==> src/rtl/qpc_pkg.sv <==
// Package: shared encodings for the quadrature position counter.
// Assumes: res_mode value 3 is treated as X4 by all users.
package qpc_pkg;
    typedef enum logic [1:0] {
        RES_X1 = 2'd0,
        RES_X2 = 2'd1,
        RES_X4 = 2'd2,
        RES_X4B = 2'd3
    } res_mode_e;

    localparam int DEF_POS_W  = 32;
    localparam int DEF_GATE_W = 32;
endpackage

==> src/rtl/qpc_sync.sv <==
// qpc_sync: multi-stage synchronizer for a bundle of asynchronous bits.
// Assumes: each bit toggles slowly enough relative to clk that bits need
// not be coherent with one another; reset clears every stage to 0.
module qpc_sync #(
    parameter int WIDTH  = 2,
    parameter int STAGES = 2
) (
    input  logic             clk,
    input  logic             rst_n,
    input  logic [WIDTH-1:0] d_async,
    output logic [WIDTH-1:0] d_sync
);
    localparam int LAST = STAGES - 1;

    for (genvar g = 0; g < WIDTH; g++) begin : g_bit
        logic [STAGES-1:0] chain;

        // Shift the raw input through STAGES flops.
        always_ff @(posedge clk) begin
            if (!rst_n) chain <= '0;
            else        chain <= {chain[STAGES-2:0], d_async[g]};
        end

        assign d_sync[g] = chain[LAST];
    end
endmodule

==> src/rtl/qpc_decoder.sv <==
// qpc_decoder: compares the synchronized phase pair with the previous
// sample and emits up/down step pulses according to the resolution mode.
// Assumes: inputs already synchronized; phases are low when reset releases.
module qpc_decoder
    import qpc_pkg::*;
(
    input  logic       clk,
    input  logic       rst_n,
    input  logic       a_s,
    input  logic       b_s,
    input  logic [1:0] mode,
    input  logic       x1_fall,
    output logic       step_up,
    output logic       step_dn,
    output logic       illegal
);
    logic prev_a, prev_b;
    logic a_chg, b_chg;
    logic a_fwd, b_fwd;
    logic a_pol_ok;

    // Remember the last sampled phase pair.
    always_ff @(posedge clk) begin
        if (!rst_n) begin
            prev_a <= 1'b0;
            prev_b <= 1'b0;
        end else begin
            prev_a <= a_s;
            prev_b <= b_s;
        end
    end

    // Classify the transition and pick the counting sense.
    always_comb begin
        a_chg    = a_s ^ prev_a;
        b_chg    = b_s ^ prev_b;
        illegal  = a_chg & b_chg;
        a_fwd    = (a_s != b_s);
        b_fwd    = (b_s == a_s);
        a_pol_ok = (a_s == ~x1_fall);
        step_up  = 1'b0;
        step_dn  = 1'b0;
        if (!illegal) begin
            case (res_mode_e'(mode))
                RES_X1: begin
                    if (a_chg && a_pol_ok) begin
                        step_up = a_fwd;
                        step_dn = ~a_fwd;
                    end
                end
                RES_X2: begin
                    if (a_chg) begin
                        step_up = a_fwd;
                        step_dn = ~a_fwd;
                    end
                end
                default: begin
                    if (a_chg) begin
                        step_up = a_fwd;
                        step_dn = ~a_fwd;
                    end else if (b_chg) begin
                        step_up = b_fwd;
                        step_dn = ~b_fwd;
                    end
                end
            endcase
        end
    end
endmodule

==> src/rtl/qpc_accum.sv <==
// qpc_accum: applies decoder steps to the signed position register, keeps
// the sense of the last step and a sticky illegal-transition flag.
// Assumes: step_up and step_dn are never both high.
module qpc_accum #(
    parameter int POS_W = 32
) (
    input  logic                    clk,
    input  logic                    rst_n,
    input  logic                    step_up,
    input  logic                    step_dn,
    input  logic                    illegal,
    output logic signed [POS_W-1:0] position,
    output logic                    dir_down,
    output logic                    err
);
    // Update position by one step.
    always_ff @(posedge clk) begin
        if (!rst_n)       position <= '0;
        else if (step_up) position <= position + 1'b1;
        else if (step_dn) position <= position - 1'b1;
    end

    // Track the sense of the latest counted step.
    always_ff @(posedge clk) begin
        if (!rst_n)                  dir_down <= 1'b0;
        else if (step_up || step_dn) dir_down <= step_dn;
    end

    // Latch any illegal transition until reset.
    always_ff @(posedge clk) begin
        if (!rst_n)       err <= 1'b0;
        else if (illegal) err <= 1'b1;
    end

    assert_single_step_R2: assert property (@(posedge clk) disable iff (!rst_n)
        1'b1 |=> ((position == $past(position)) ||
                  (position == $past(position) + 1) ||
                  (position == $past(position) - 1)));

    assert_illegal_hold_R6: assert property (@(posedge clk) disable iff (!rst_n)
        illegal |=> $stable(position));

    assert_err_sticky_R6: assert property (@(posedge clk) disable iff (!rst_n)
        err |=> err);

    assert_dir_hold_R7: assert property (@(posedge clk) disable iff (!rst_n)
        !(step_up || step_dn) |=> $stable(dir_down));
endmodule

==> src/rtl/qpc_velocity.sv <==
// qpc_velocity: gate timer that publishes the position change over each
// gate interval with a one-cycle strobe.
// Assumes: gate_cycles is held steady during operation; 0 acts as 1.
module qpc_velocity #(
    parameter int POS_W  = 32,
    parameter int GATE_W = 32
) (
    input  logic                    clk,
    input  logic                    rst_n,
    input  logic [GATE_W-1:0]       gate_cycles,
    input  logic signed [POS_W-1:0] position,
    output logic signed [POS_W-1:0] velocity,
    output logic                    vel_valid
);
    logic [GATE_W-1:0]       gate_cnt;
    logic [GATE_W-1:0]       gate_lim;
    logic                    gate_end;
    logic signed [POS_W-1:0] last_pos;

    // Derive the terminal count of the gate timer.
    always_comb begin
        gate_lim = (gate_cycles == '0) ? '0 : gate_cycles - 1'b1;
        gate_end = (gate_cnt >= gate_lim);
    end

    // Advance the gate timer and wrap at the terminal count.
    always_ff @(posedge clk) begin
        if (!rst_n)        gate_cnt <= '0;
        else if (gate_end) gate_cnt <= '0;
        else               gate_cnt <= gate_cnt + 1'b1;
    end

    // Publish the position difference at each gate end.
    always_ff @(posedge clk) begin
        if (!rst_n) begin
            last_pos  <= '0;
            velocity  <= '0;
            vel_valid <= 1'b0;
        end else begin
            vel_valid <= gate_end;
            if (gate_end) begin
                velocity <= position - last_pos;
                last_pos <= position;
            end
        end
    end

    assert_strobe_width_R8: assert property (@(posedge clk) disable iff (!rst_n)
        (vel_valid && gate_cycles > 1) |=> !vel_valid);

    assert_vel_stable_R8: assert property (@(posedge clk) disable iff (!rst_n)
        (!vel_valid && !$past(gate_end)) |-> $stable(velocity));
endmodule

==> src/rtl/quad_pos_counter.sv <==
// quad_pos_counter: quadrature encoder position, direction and velocity.
// Assumes: phases are asynchronous to clk and low at reset release;
// configuration inputs change only while the encoder is idle.
module quad_pos_counter #(
    parameter int POS_W       = qpc_pkg::DEF_POS_W,
    parameter int GATE_W      = qpc_pkg::DEF_GATE_W,
    parameter int SYNC_STAGES = 2
) (
    input  logic                    clk,
    input  logic                    rst_n,
    input  logic                    phase_a,
    input  logic                    phase_b,
    input  logic [1:0]              res_mode,
    input  logic                    x1_falling,
    input  logic [GATE_W-1:0]       gate_cycles,
    output logic signed [POS_W-1:0] position,
    output logic                    dir_down,
    output logic signed [POS_W-1:0] velocity,
    output logic                    vel_valid,
    output logic                    illegal_err
);
    logic [1:0] ph_sync;
    logic       step_up, step_dn, illegal;

    qpc_sync #(.WIDTH(2), .STAGES(SYNC_STAGES)) u_sync (
        .clk     (clk),
        .rst_n   (rst_n),
        .d_async ({phase_b, phase_a}),
        .d_sync  (ph_sync)
    );

    qpc_decoder u_dec (
        .clk     (clk),
        .rst_n   (rst_n),
        .a_s     (ph_sync[0]),
        .b_s     (ph_sync[1]),
        .mode    (res_mode),
        .x1_fall (x1_falling),
        .step_up (step_up),
        .step_dn (step_dn),
        .illegal (illegal)
    );

    qpc_accum #(.POS_W(POS_W)) u_acc (
        .clk      (clk),
        .rst_n    (rst_n),
        .step_up  (step_up),
        .step_dn  (step_dn),
        .illegal  (illegal),
        .position (position),
        .dir_down (dir_down),
        .err      (illegal_err)
    );

    qpc_velocity #(.POS_W(POS_W), .GATE_W(GATE_W)) u_vel (
        .clk         (clk),
        .rst_n       (rst_n),
        .gate_cycles (gate_cycles),
        .position    (position),
        .velocity    (velocity),
        .vel_valid   (vel_valid)
    );
endmodule

==> config.mk <==
export PLATFORM = sky130hd
export DESIGN_NAME = quad_pos_counter
export DESIGN_NICKNAME = d
export VERILOG_FILES = /design/src/rtl/qpc_pkg.sv /design/src/rtl/qpc_sync.sv /design/src/rtl/qpc_decoder.sv /design/src/rtl/qpc_accum.sv /design/src/rtl/qpc_velocity.sv /design/src/rtl/quad_pos_counter.sv
export SDC_FILE = /design/constraint.sdc
export NUM_CORES = 1
export LEC_CHECK = 0
export BUFFER_PORTS_ARGS = -buffer_cell sky130_fd_sc_hd__buf_2
export CAP_MARGIN = 25
export CORE_ASPECT_RATIO = 0.8
export CORE_MARGIN = 5
export CORE_UTILIZATION = 50
export DETAILED_ROUTE_END_ITERATION = 10
export HOLD_SLACK_MARGIN = 0.02
export PLACE_DENSITY = 0.75
export SLEW_MARGIN = 10
export SYNTH_ARGS = -nofsm -noshare
export SYNTH_HDL_FRONTEND = slang
export SYNTH_SLANG_ARGS = --single-unit
==> constraint.sdc <==
create_clock -name clk -period 5.8 [get_ports clk]
set_input_delay 1.74 -clock clk [delete_from_list [all_inputs] [get_ports clk]]
set_output_delay 1.74 -clock clk [all_outputs]
set_load 0.02 [all_outputs]
# Word-level counts from Yosys, hierarchy flattened
# Cells that the tools add are included.
[word_totals] output_inout_bits=67 romBits=0 input_bits=39 n_memories=0 regBits=137 ram_bits=0 word_cells=49 latchBits=0
[op_classes] shifts=0 mux=15 div_mod_pow=0 mul=0 addsub=5 n_eq_ne=4 n_bitwise=7 magnitude_cmp=1 reduce_logical=6
[ops] cell="two-way mux 32 bit" count=3
[ops] cell="adder 32 x 1 -> 32 bit, second input constant" count=2
[ops] cell="subtractor 32 x 1 -> 32 bit, second input constant" count=2
[ops] cell=">= comparator 32 bit" count=1
[ops] cell="logical NOT 32 bit" count=1
[ops] cell="subtractor 32 bit" count=1
[ops] cell="two-way mux 1 bit" count=10
[ops] cell="inverter 1 bit" count=4
[ops] cell="case mux 1 bit (2 select lines)" count=2
[ops] cell="equality test 1 bit" count=2
[ops] cell="equality test 2 x 1 -> 1 bit, second input constant" count=1
[ops] cell="logical NOT 2 bit" count=1
[ops] cell="nonzero test 2 bit" count=1
[ops] cell="OR reduction 2 bit" count=1
[ops] cell="XOR 1 bit" count=2
[ops] cell="AND 1 bit" count=1
[ops] cell="logical AND 1 bit" count=1
[ops] cell="logical OR 1 bit" count=1
[ops] cell="!= test 1 bit" count=1

# Longest topological paths before layout
# Gate-level depths: netlist of run 1.
[depth] depth_word=8 mapped_depth=21 ltp_nobuf=19

# By module
# From an unflattened synthesis of run 1, not the netlist that was laid out.
[hier_totals] cells_unflattened=1299 area_unflattened_um2=9978.3
[by_module_without_submodules] mod="qpc_velocity" area_each_um2=6826.5 seq_area_each_um2=1941.9 instances=1 cells_per_inst=896
[by_module_without_submodules] mod="qpc_accum" area_each_um2=2822.7 seq_area_each_um2=680.7 instances=1 cells_per_inst=369
[by_module_without_submodules] mod="qpc_decoder" area_each_um2=209.0 seq_area_each_um2=40.0 instances=1 cells_per_inst=24
[by_module_without_submodules] mod="qpc_sync" area_each_um2=120.1 seq_area_each_um2=80.1 instances=1 cells_per_inst=10

# Least setup slack after synthesis of run 1
# OpenSTA, ideal clock, no wires.
[synth_path] path_kind="input -> register" start="input port res_mode[1]" end="register u_acc.position[29]" slack_ns=0.073 required_ns=5.678 path_buffers=1 stages=14 setup_ns=0.122 arrival_ns=5.605 cell_sequence="nor2b_1 -> mux2i_1 -> nor3b_1 -> o21ai_1 -> ha_1 -> buf_6 -> a2111oi_4 -> o21ai_0 -> a41o_1 -> a311oi_2 -> nor2_1 -> o41ai_2 -> nor4_1 -> a311o_1"
[synth_between] elab_chain_cells=4 word_cells_on_any_way=8 classes_between="eq/ne: 1; mux: 5; reduce/logical: 2"
[synth_rtl] item="from (decl)" line_no="quad_pos_counter.sv:13" text="input logic [1:0] res_mode,"
[synth_rtl] item="equality test 2 x 1 -> 1 bit or logical NOT 2 bit (tied branches)" line_no="qpc_decoder.sv:44" text="case (res_mode_e'(mode))"
[synth_rtl] item="case mux 1 bit (2 select lines)" line_no="qpc_decoder.sv:44"
[synth_rtl] item="two-way mux 1 bit" line_no="qpc_decoder.sv:43" text="if (!illegal) begin"
[synth_rtl] item="two-way mux 32 bit or nonzero test 2 bit (tied branches)"
[synth_rtl] item="to (signal assigned)" line_no="qpc_accum.sv:19" text="else if (step_up) position <= position + 1'b1;"
[synth_rtl] item="to (signal assigned)" line_no="qpc_accum.sv:20" text="else if (step_dn) position <= position - 1'b1;"
[synth_rtl] item="to (decl)" line_no="qpc_accum.sv:12" text="output logic signed [POS_W-1:0] position,"
# Several ways; a longest one is shown, not always the timed one.
# A chain may end at the register's enable or synchronous reset.

# Final worst setup path of run 1
[layout_path] start="input port gate_cycles[15]" end="register u_vel.gate_cnt[31]"
[layout_between] elab_chain_cells=4 word_cells_on_any_way=5 classes_between="add/sub: 1; order compare: 1; mux: 1; reduce/logical: 2"
[layout_rtl] item="from (decl)" line_no="quad_pos_counter.sv:15" text="input logic [GATE_W-1:0] gate_cycles,"
[layout_rtl] item="subtractor 32 x 1 -> 32 bit or logical NOT 32 bit (tied branches)" line_no="qpc_velocity.sv:22" text="gate_lim = (gate_cycles == '0) ? '0 : gate_cycles - 1'b1;"
[layout_rtl] item="two-way mux 32 bit *" line_no="qpc_velocity.sv:22"
[layout_rtl] item=">= comparator 32 bit *" line_no="qpc_velocity.sv:23" text="gate_end = (gate_cnt >= gate_lim);"
[layout_rtl] item="OR reduction 2 bit (no source line) *"
[layout_rtl] item="to (signal assigned)" line_no="qpc_velocity.sv:30" text="else gate_cnt <= gate_cnt + 1'b1;"
[layout_rtl] item="to (decl)" line_no="qpc_velocity.sv:15" text="logic [GATE_W-1:0] gate_cnt;"
# Mark *: on every way between the ends. The rest lies on a longest branch, timed or not.

==> results of run 1 <==
==> flip-flops by register name, summed over array words and instances, names as in the netlist <==
register / count
u_acc.position: 32
u_vel.gate_cnt: 32
u_vel.last_pos: 32
u_vel.velocity: 32
u_sync.g_bit.chain: 4
u_acc.dir_down: 1
u_acc.err: 1
u_dec.prev_a: 1
u_dec.prev_b: 1
u_vel.vel_valid: 1
==> per-layer routing <==
metal / track usage / up-vias
met5: 0 / -
li1: - / 4465
met2: 0.303 / 182
met4: 0.0661 / 2
met3: 0.0359 / 34
met1: 0.297 / 3800
==> cells by family after synthesis <==
group                    share of synthesized area
AND/OR/NAND/NOR                              0.224
XOR/XNOR                                    0.0966
buffers and inverters                       0.0422
AO/OA/AOI/OAI                                0.202
multiplexers                                0.0208
adder cells (fa/ha/maj)                      0.129
flip-flops                                   0.285
==> worst paths after layout <==
path                                                from  depth (start not counted)  slack (ps)                        to
worst max-delay path                     gate_cycles[15]                         17         380        u_vel.gate_cnt[31]
worst min-delay path            u_sync.g_bit[0].chain[0]                          1         440  u_sync.g_bit[0].chain[1]
worst min register to register  u_sync.g_bit[0].chain[0]                          1         440  u_sync.g_bit[0].chain[1]
worst max register to register              u_dec.prev_a                         15        2100        u_acc.position[29]
==> where the power goes <==
group / switching, mW / total, mW / leakage [nW] / internal [mW]
clock: 0.386 / 1.15 / 0.314 / 0.762
combinational: 0.835 / 1.48 / 3.58 / 0.645
sequential: 0.0669 / 1.05 / 1.11 / 0.980
total: 1.29 / 3.67 / 5.01 / 2.39
==> worst max-delay path, stage by stage <==
cell and delay (ps):
sky130_fd_sc_hd__buf_2 120, sky130_fd_sc_hd__or4_4 560, sky130_fd_sc_hd__nor4_2 230, sky130_fd_sc_hd__nor2b_1 230, sky130_fd_sc_hd__nand3_1 190, sky130_fd_sc_hd__or3_1 370
sky130_fd_sc_hd__xnor2_1 150, sky130_fd_sc_hd__nand2_1 80, sky130_fd_sc_hd__ha_1 290, sky130_fd_sc_hd__a21o_1 160, sky130_fd_sc_hd__a21o_1 160, sky130_fd_sc_hd__a21oi_1 150
sky130_fd_sc_hd__o21ai_0 120, sky130_fd_sc_hd__nor3_1 340, sky130_fd_sc_hd__a21oi_4 160, sky130_fd_sc_hd__or2_2 530, sky130_fd_sc_hd__a21oi_1 190
==> stage by stage <==
step	utilization	std cells	setup TNS, ps	power, mW	setup slack, ps
after floorplan	-	1212	0	2.22	72.9
after global placement	0.550	1539	0	2.52	76.3
after detailed placement	0.550	1539	-1230	2.53	-64.2
after CTS	0.584	1571	0	3.68	359
after global routing	0.584	1571	0	3.91	48.5
final	0.584	1571	0	3.67	381
==> cell type report <==
cell class | instances | area [um^2]
inverter | 53 | 199
sequential | 137 | 2740
tap | 258 | 323
timing repair buffer | 117 | 666
multi-input combinational | 974 | 6480
clock inverter | 8 | 140
fill | 1717 | 7880
clock buffer | 24 | 492
==> Yosys cell counts, types with 26 or more instances <==
master,n
sky130_fd_sc_hd__ha_1,96
sky130_fd_sc_hd__inv_1,52
sky130_fd_sc_hd__a21oi_1,104
sky130_fd_sc_hd__nand2_1,122
sky130_fd_sc_hd__a21o_1,36
sky130_fd_sc_hd__nand3_1,32
sky130_fd_sc_hd__dfxtp_1,137
sky130_fd_sc_hd__xnor2_1,50
sky130_fd_sc_hd__a211oi_1,26
sky130_fd_sc_hd__nor2_1,175
sky130_fd_sc_hd__o21ai_0,36
sky130_fd_sc_hd__clkbuf_1,31
sky130_fd_sc_hd__xor2_1,56
==> out/metrics.cfg, run 1 <==
[timing]
clock_skew_ps = 11.5
max_slew_headroom = 0.510
holdWs_ps = 440
drv_slew = 0
worst_slew_pin_slew_ps = 727
fmaxAchievable_ghz = 0.185
timing.final.hold_violations = 0
period_needed_ps = 5420
timing.final.crit_share = 0.934
grt_setup_unrepaired = false
setup_viol = 0

[synth]
synth-edff-count = 0
postSynthAreaPerCell_um2 = 7.93
synth_flop_cell = sky130_fd_sc_hd__dfxtp_1
flip_flop_and_latch_count_after_synthesis = 137
postSynth.asyncResetShare = 0
synthesis_warnings = 0
synth_fp_nets = 1349
seq_area_frac_synth = 0.285
synth.lib_cells_used.distinct = 73
netlist_top_cells_area = sky130_fd_sc_hd__dfxtp_1 (29%), sky130_fd_sc_hd__ha_1 (12%), sky130_fd_sc_hd__nor2_1 (6.8%)
yosysTopAreaCellShare = 0.285
synthesis.instances = 1212
leading_area_contributor_after_synthesis = sky130_fd_sc_hd__dfxtp_1
netlist_area_um2 = 9610

[floorplanning]
floorplan.die.height_um = 134
floorplan.initialDensity = 0.508
ioPinCount = 106
design.core.area_um2 = 18900
die_area_um2 = 22100
chipWidth_um = 165
fp-row-count = 45

[layout]
nNetsFinal = 1437
finalInstanceArea_um2 = 11000
drive_gt1_frac = 0.135
layout_commonest_cell = sky130_fd_sc_hd__nor2_1
diodes = 0
final_cell_mix = sky130_fd_sc_hd__nor2_1 (175), sky130_fd_sc_hd__dfxtp_1 (137), sky130_fd_sc_hd__nand2_1 (122)
syn2layout_area_growth_pct = 14.9

[global_routing]
grt_start_max_net_pins = 52
first_pass_grt_wire_length_mm = 37.3
via_count_of_the_first_global_routing_pass = 7690
grt_residual_overflow = 0
number_of_antenna_violations_at_the_first_check_in_global_routing = 1
grtUsageTotal = 0.204

[drt]
route.vias.total = 8483
remaining_drc_errors = 0
route.layer.met1.wl_mm = 11.3
wl_mm = 22.4
met3RoutedLength_mm = 1.18
antenna_violating_nets_post_route = 0
drt_pass1_iterations = 5
via_density = 5.40
route.detailed.wl_per_inst_um = 14.2
highest_layer = met5
drtIter0Drc = 498
met2WireLength_mm = 9.45

[cts]
clkSinkCount = 137
number_of_levels_the_h_tree_was_split_into = 4
cts.reportedPaths.clkPinSlew_ps = 50
post_cts_resize_count = 0
numCtsBuffers = 17
clk_latency_ps = 420
cts_buffer_depth = 2
ctsRootBufferMaster = sky130_fd_sc_hd__clkbuf_16
clock_tree_from_tritoncts = built
post_cts_buffers = 0
hold_buffer_count_at_cts = 0

[critical_path]
critical_path_peak_fanout = 31
required_ps = 6150
setup.worst_path.start_class = input port
endpoint_kind = flop
worst_ep_arrival_time_ps = 5760
critical_path_class = in -> reg

[placement]
gp_routability_congestion = 0.910
hpwl_mm = 17.1
place.port_buffers = 105
place_area_um2 = 10400

[run_status]
outcome = finished, final reports clean

[power_and_ir_drop]
leakage_component_of_the_power_nw = 5.01
ir_drop_mv = 0.226
cellPowerDensity_nw_per_um2 = 333

[job]
max_cap_violations = 0

[hold_path]
hold_class = reg -> reg

No activity file was read; power rests on OpenSTA's default activity.
==> inputs of run 2 (changes only) <==
Settings changed: CELL_PAD_IN_SITES_DETAIL_PLACEMENT set to 1, CELL_PAD_IN_SITES_GLOBAL_PLACEMENT set to 1, CORE_UTILIZATION 50 to 40, PLACE_DENSITY 0.75 to 0.8.
==> out/metrics.cfg, run 2 (synthesis results as in run 1) <==
[run_status]
outcome = finished, final reports clean

[job]
max_cap_violations = 0

[power_and_ir_drop]
cellPowerDensity_nw_per_um2 = 330
report.power.total_mw = 3.64
leakage_component_of_the_power_nw = 4.96
ir_drop_mv = 0.139

[global_routing]
grtUsageTotal = 0.203
grt_residual_overflow = 0
number_of_antenna_violations_at_the_first_check_in_global_routing = 0
first_pass_grt_wire_length_mm = 45.8
via_count_of_the_first_global_routing_pass = 8869
grt_start_max_net_pins = 73

[floorplanning]
fp-row-count = 50
die_area_um2 = 27300
floorplan.initialDensity = 0.409
design.core.area_um2 = 23500
ioPinCount = 106
chipWidth_um = 183
floorplan.die.height_um = 149

[drt]
route.vias.total = 8834
remaining_drc_errors = 0
route.detailed.wl_per_inst_um = 17.1
wl_mm = 27.8
drt_pass1_iterations = 6
via_density = 5.44
drtIter0Drc = 480
antenna_violating_nets_post_route = 0

[critical_path]
setup.worst_path.start_class = input port
critical_path_class = in -> reg
worst_ep_arrival_time_ps = 5770
endpoint_kind = flop
required_ps = 6110
critical_path_peak_fanout = 31

[timing]
timing.final.hold_violations = 0
postLayoutSetupSlackWorst_ps = 345
worst_slew_pin_slew_ps = 914
period_needed_ps = 5450
drv_slew = 0
timing.final.crit_share = 0.940
fmaxAchievable_ghz = 0.183
max_slew_headroom = 0.390
clock_skew_ps = 12.0
setup_viol = 0
grt_setup_unrepaired = false

[layout]
syn2layout_area_growth_pct = 14.7
layout.filler_cells = 2928
regArea_um2 = 2740
instances_no_fill = 1625
nNetsFinal = 1437
layout_commonest_cell = sky130_fd_sc_hd__nor2_1
diodes = 0
multiInputGateArea_um2 = 6480
final_core_util = 0.469
drive_gt1_frac = 0.133
finalInstanceArea_um2 = 11000
final_cell_mix = sky130_fd_sc_hd__nor2_1 (175), sky130_fd_sc_hd__dfxtp_1 (137), sky130_fd_sc_hd__nand2_1 (122)

[placement]
dp_cells = 1593
place_area_um2 = 10500
gp_routability_congestion = 0.845
hpwl_mm = 21.7
pre_cts_slack_ps = -148
place.port_buffers = 105

[cts]
ctsRootBufferMaster = sky130_fd_sc_hd__clkbuf_16
post_cts_buffers = 0
clkSinkCount = 137
cts_buffer_depth = 2
clock_tree_from_tritoncts = built
numCtsBuffers = 17
number_of_levels_the_h_tree_was_split_into = 4
hold_buffer_count_at_cts = 0
cts.reportedPaths.clkPinSlew_ps = 60
clk_latency_ps = 420

[hold_path]
hold_class = reg -> reg

run 2: where the power goes:
group	total, mW	switching [mW]	internal, mW
clock	1.04	0.405	0.635
combinational	1.54	0.895	0.648
sequential	1.05	0.0744	0.980
total	3.64	1.37	2.26
run 2: layer usage:
layer	vias up	GRT usage	share of wire	routed length (um)
met4	0	0.0484	0.011	319
li1	4441	-	-	-
met5	-	0	0	0
met3	22	0.0291	0.036	991
met1	4242	0.293	0.51	14200
met2	129	0.320	0.44	12300
run 2: worst paths after layout:
kind,from,endpoint,slack [ps],depth (start not counted)
max,gate_cycles[15],u_vel.velocity[23],350,19
max reg2reg,u_sync.g_bit[1].chain[1],u_acc.position[29],1610,13
min,u_sync.g_bit[0].chain[0],u_sync.g_bit[0].chain[1],440,1
min reg2reg,u_sync.g_bit[0].chain[0],u_sync.g_bit[0].chain[1],440,1
run 2: final cells by class:
cell class                 instances  area share
clock buffer                      26      0.0453
clock inverter                     6     0.00578
inverter                          53      0.0180
multi-input combinational        974       0.588
sequential                       137       0.249
tap                              312      0.0354
timing repair buffer             117      0.0592
run 2: what timing repair did:
action,CTS,global route
endpoints found under the setup margin,0,21
resized for setup,0,1
endpoints found under the hold margin,0,0
run 2: stage by stage:
stage                     hold WS, ps  TNS, ps
final                             439        0
after global routing              468        0
after CTS                         443        0
after detailed placement          425    -3900
after global placement            413    -47.2
after floorplan                   412        0
run 2: worst max-delay path, stage by stage:
cell and delay (ps):
sky130_fd_sc_hd__buf_2 120, sky130_fd_sc_hd__or4_4 560, sky130_fd_sc_hd__nor4_2 240, sky130_fd_sc_hd__nor2b_1 220
sky130_fd_sc_hd__nand3_1 180, sky130_fd_sc_hd__or3_1 370, sky130_fd_sc_hd__xnor2_1 170, sky130_fd_sc_hd__nand2_1 80
sky130_fd_sc_hd__ha_1 290, sky130_fd_sc_hd__a21o_1 160, sky130_fd_sc_hd__a21o_1 170, sky130_fd_sc_hd__a21oi_1 140
sky130_fd_sc_hd__o21ai_0 140, sky130_fd_sc_hd__nor3_1 370, sky130_fd_sc_hd__a21oi_4 160, sky130_fd_sc_hd__buf_12 200
sky130_fd_sc_hd__nand4b_1 100, sky130_fd_sc_hd__mux2i_1 90, sky130_fd_sc_hd__a311o_1 270
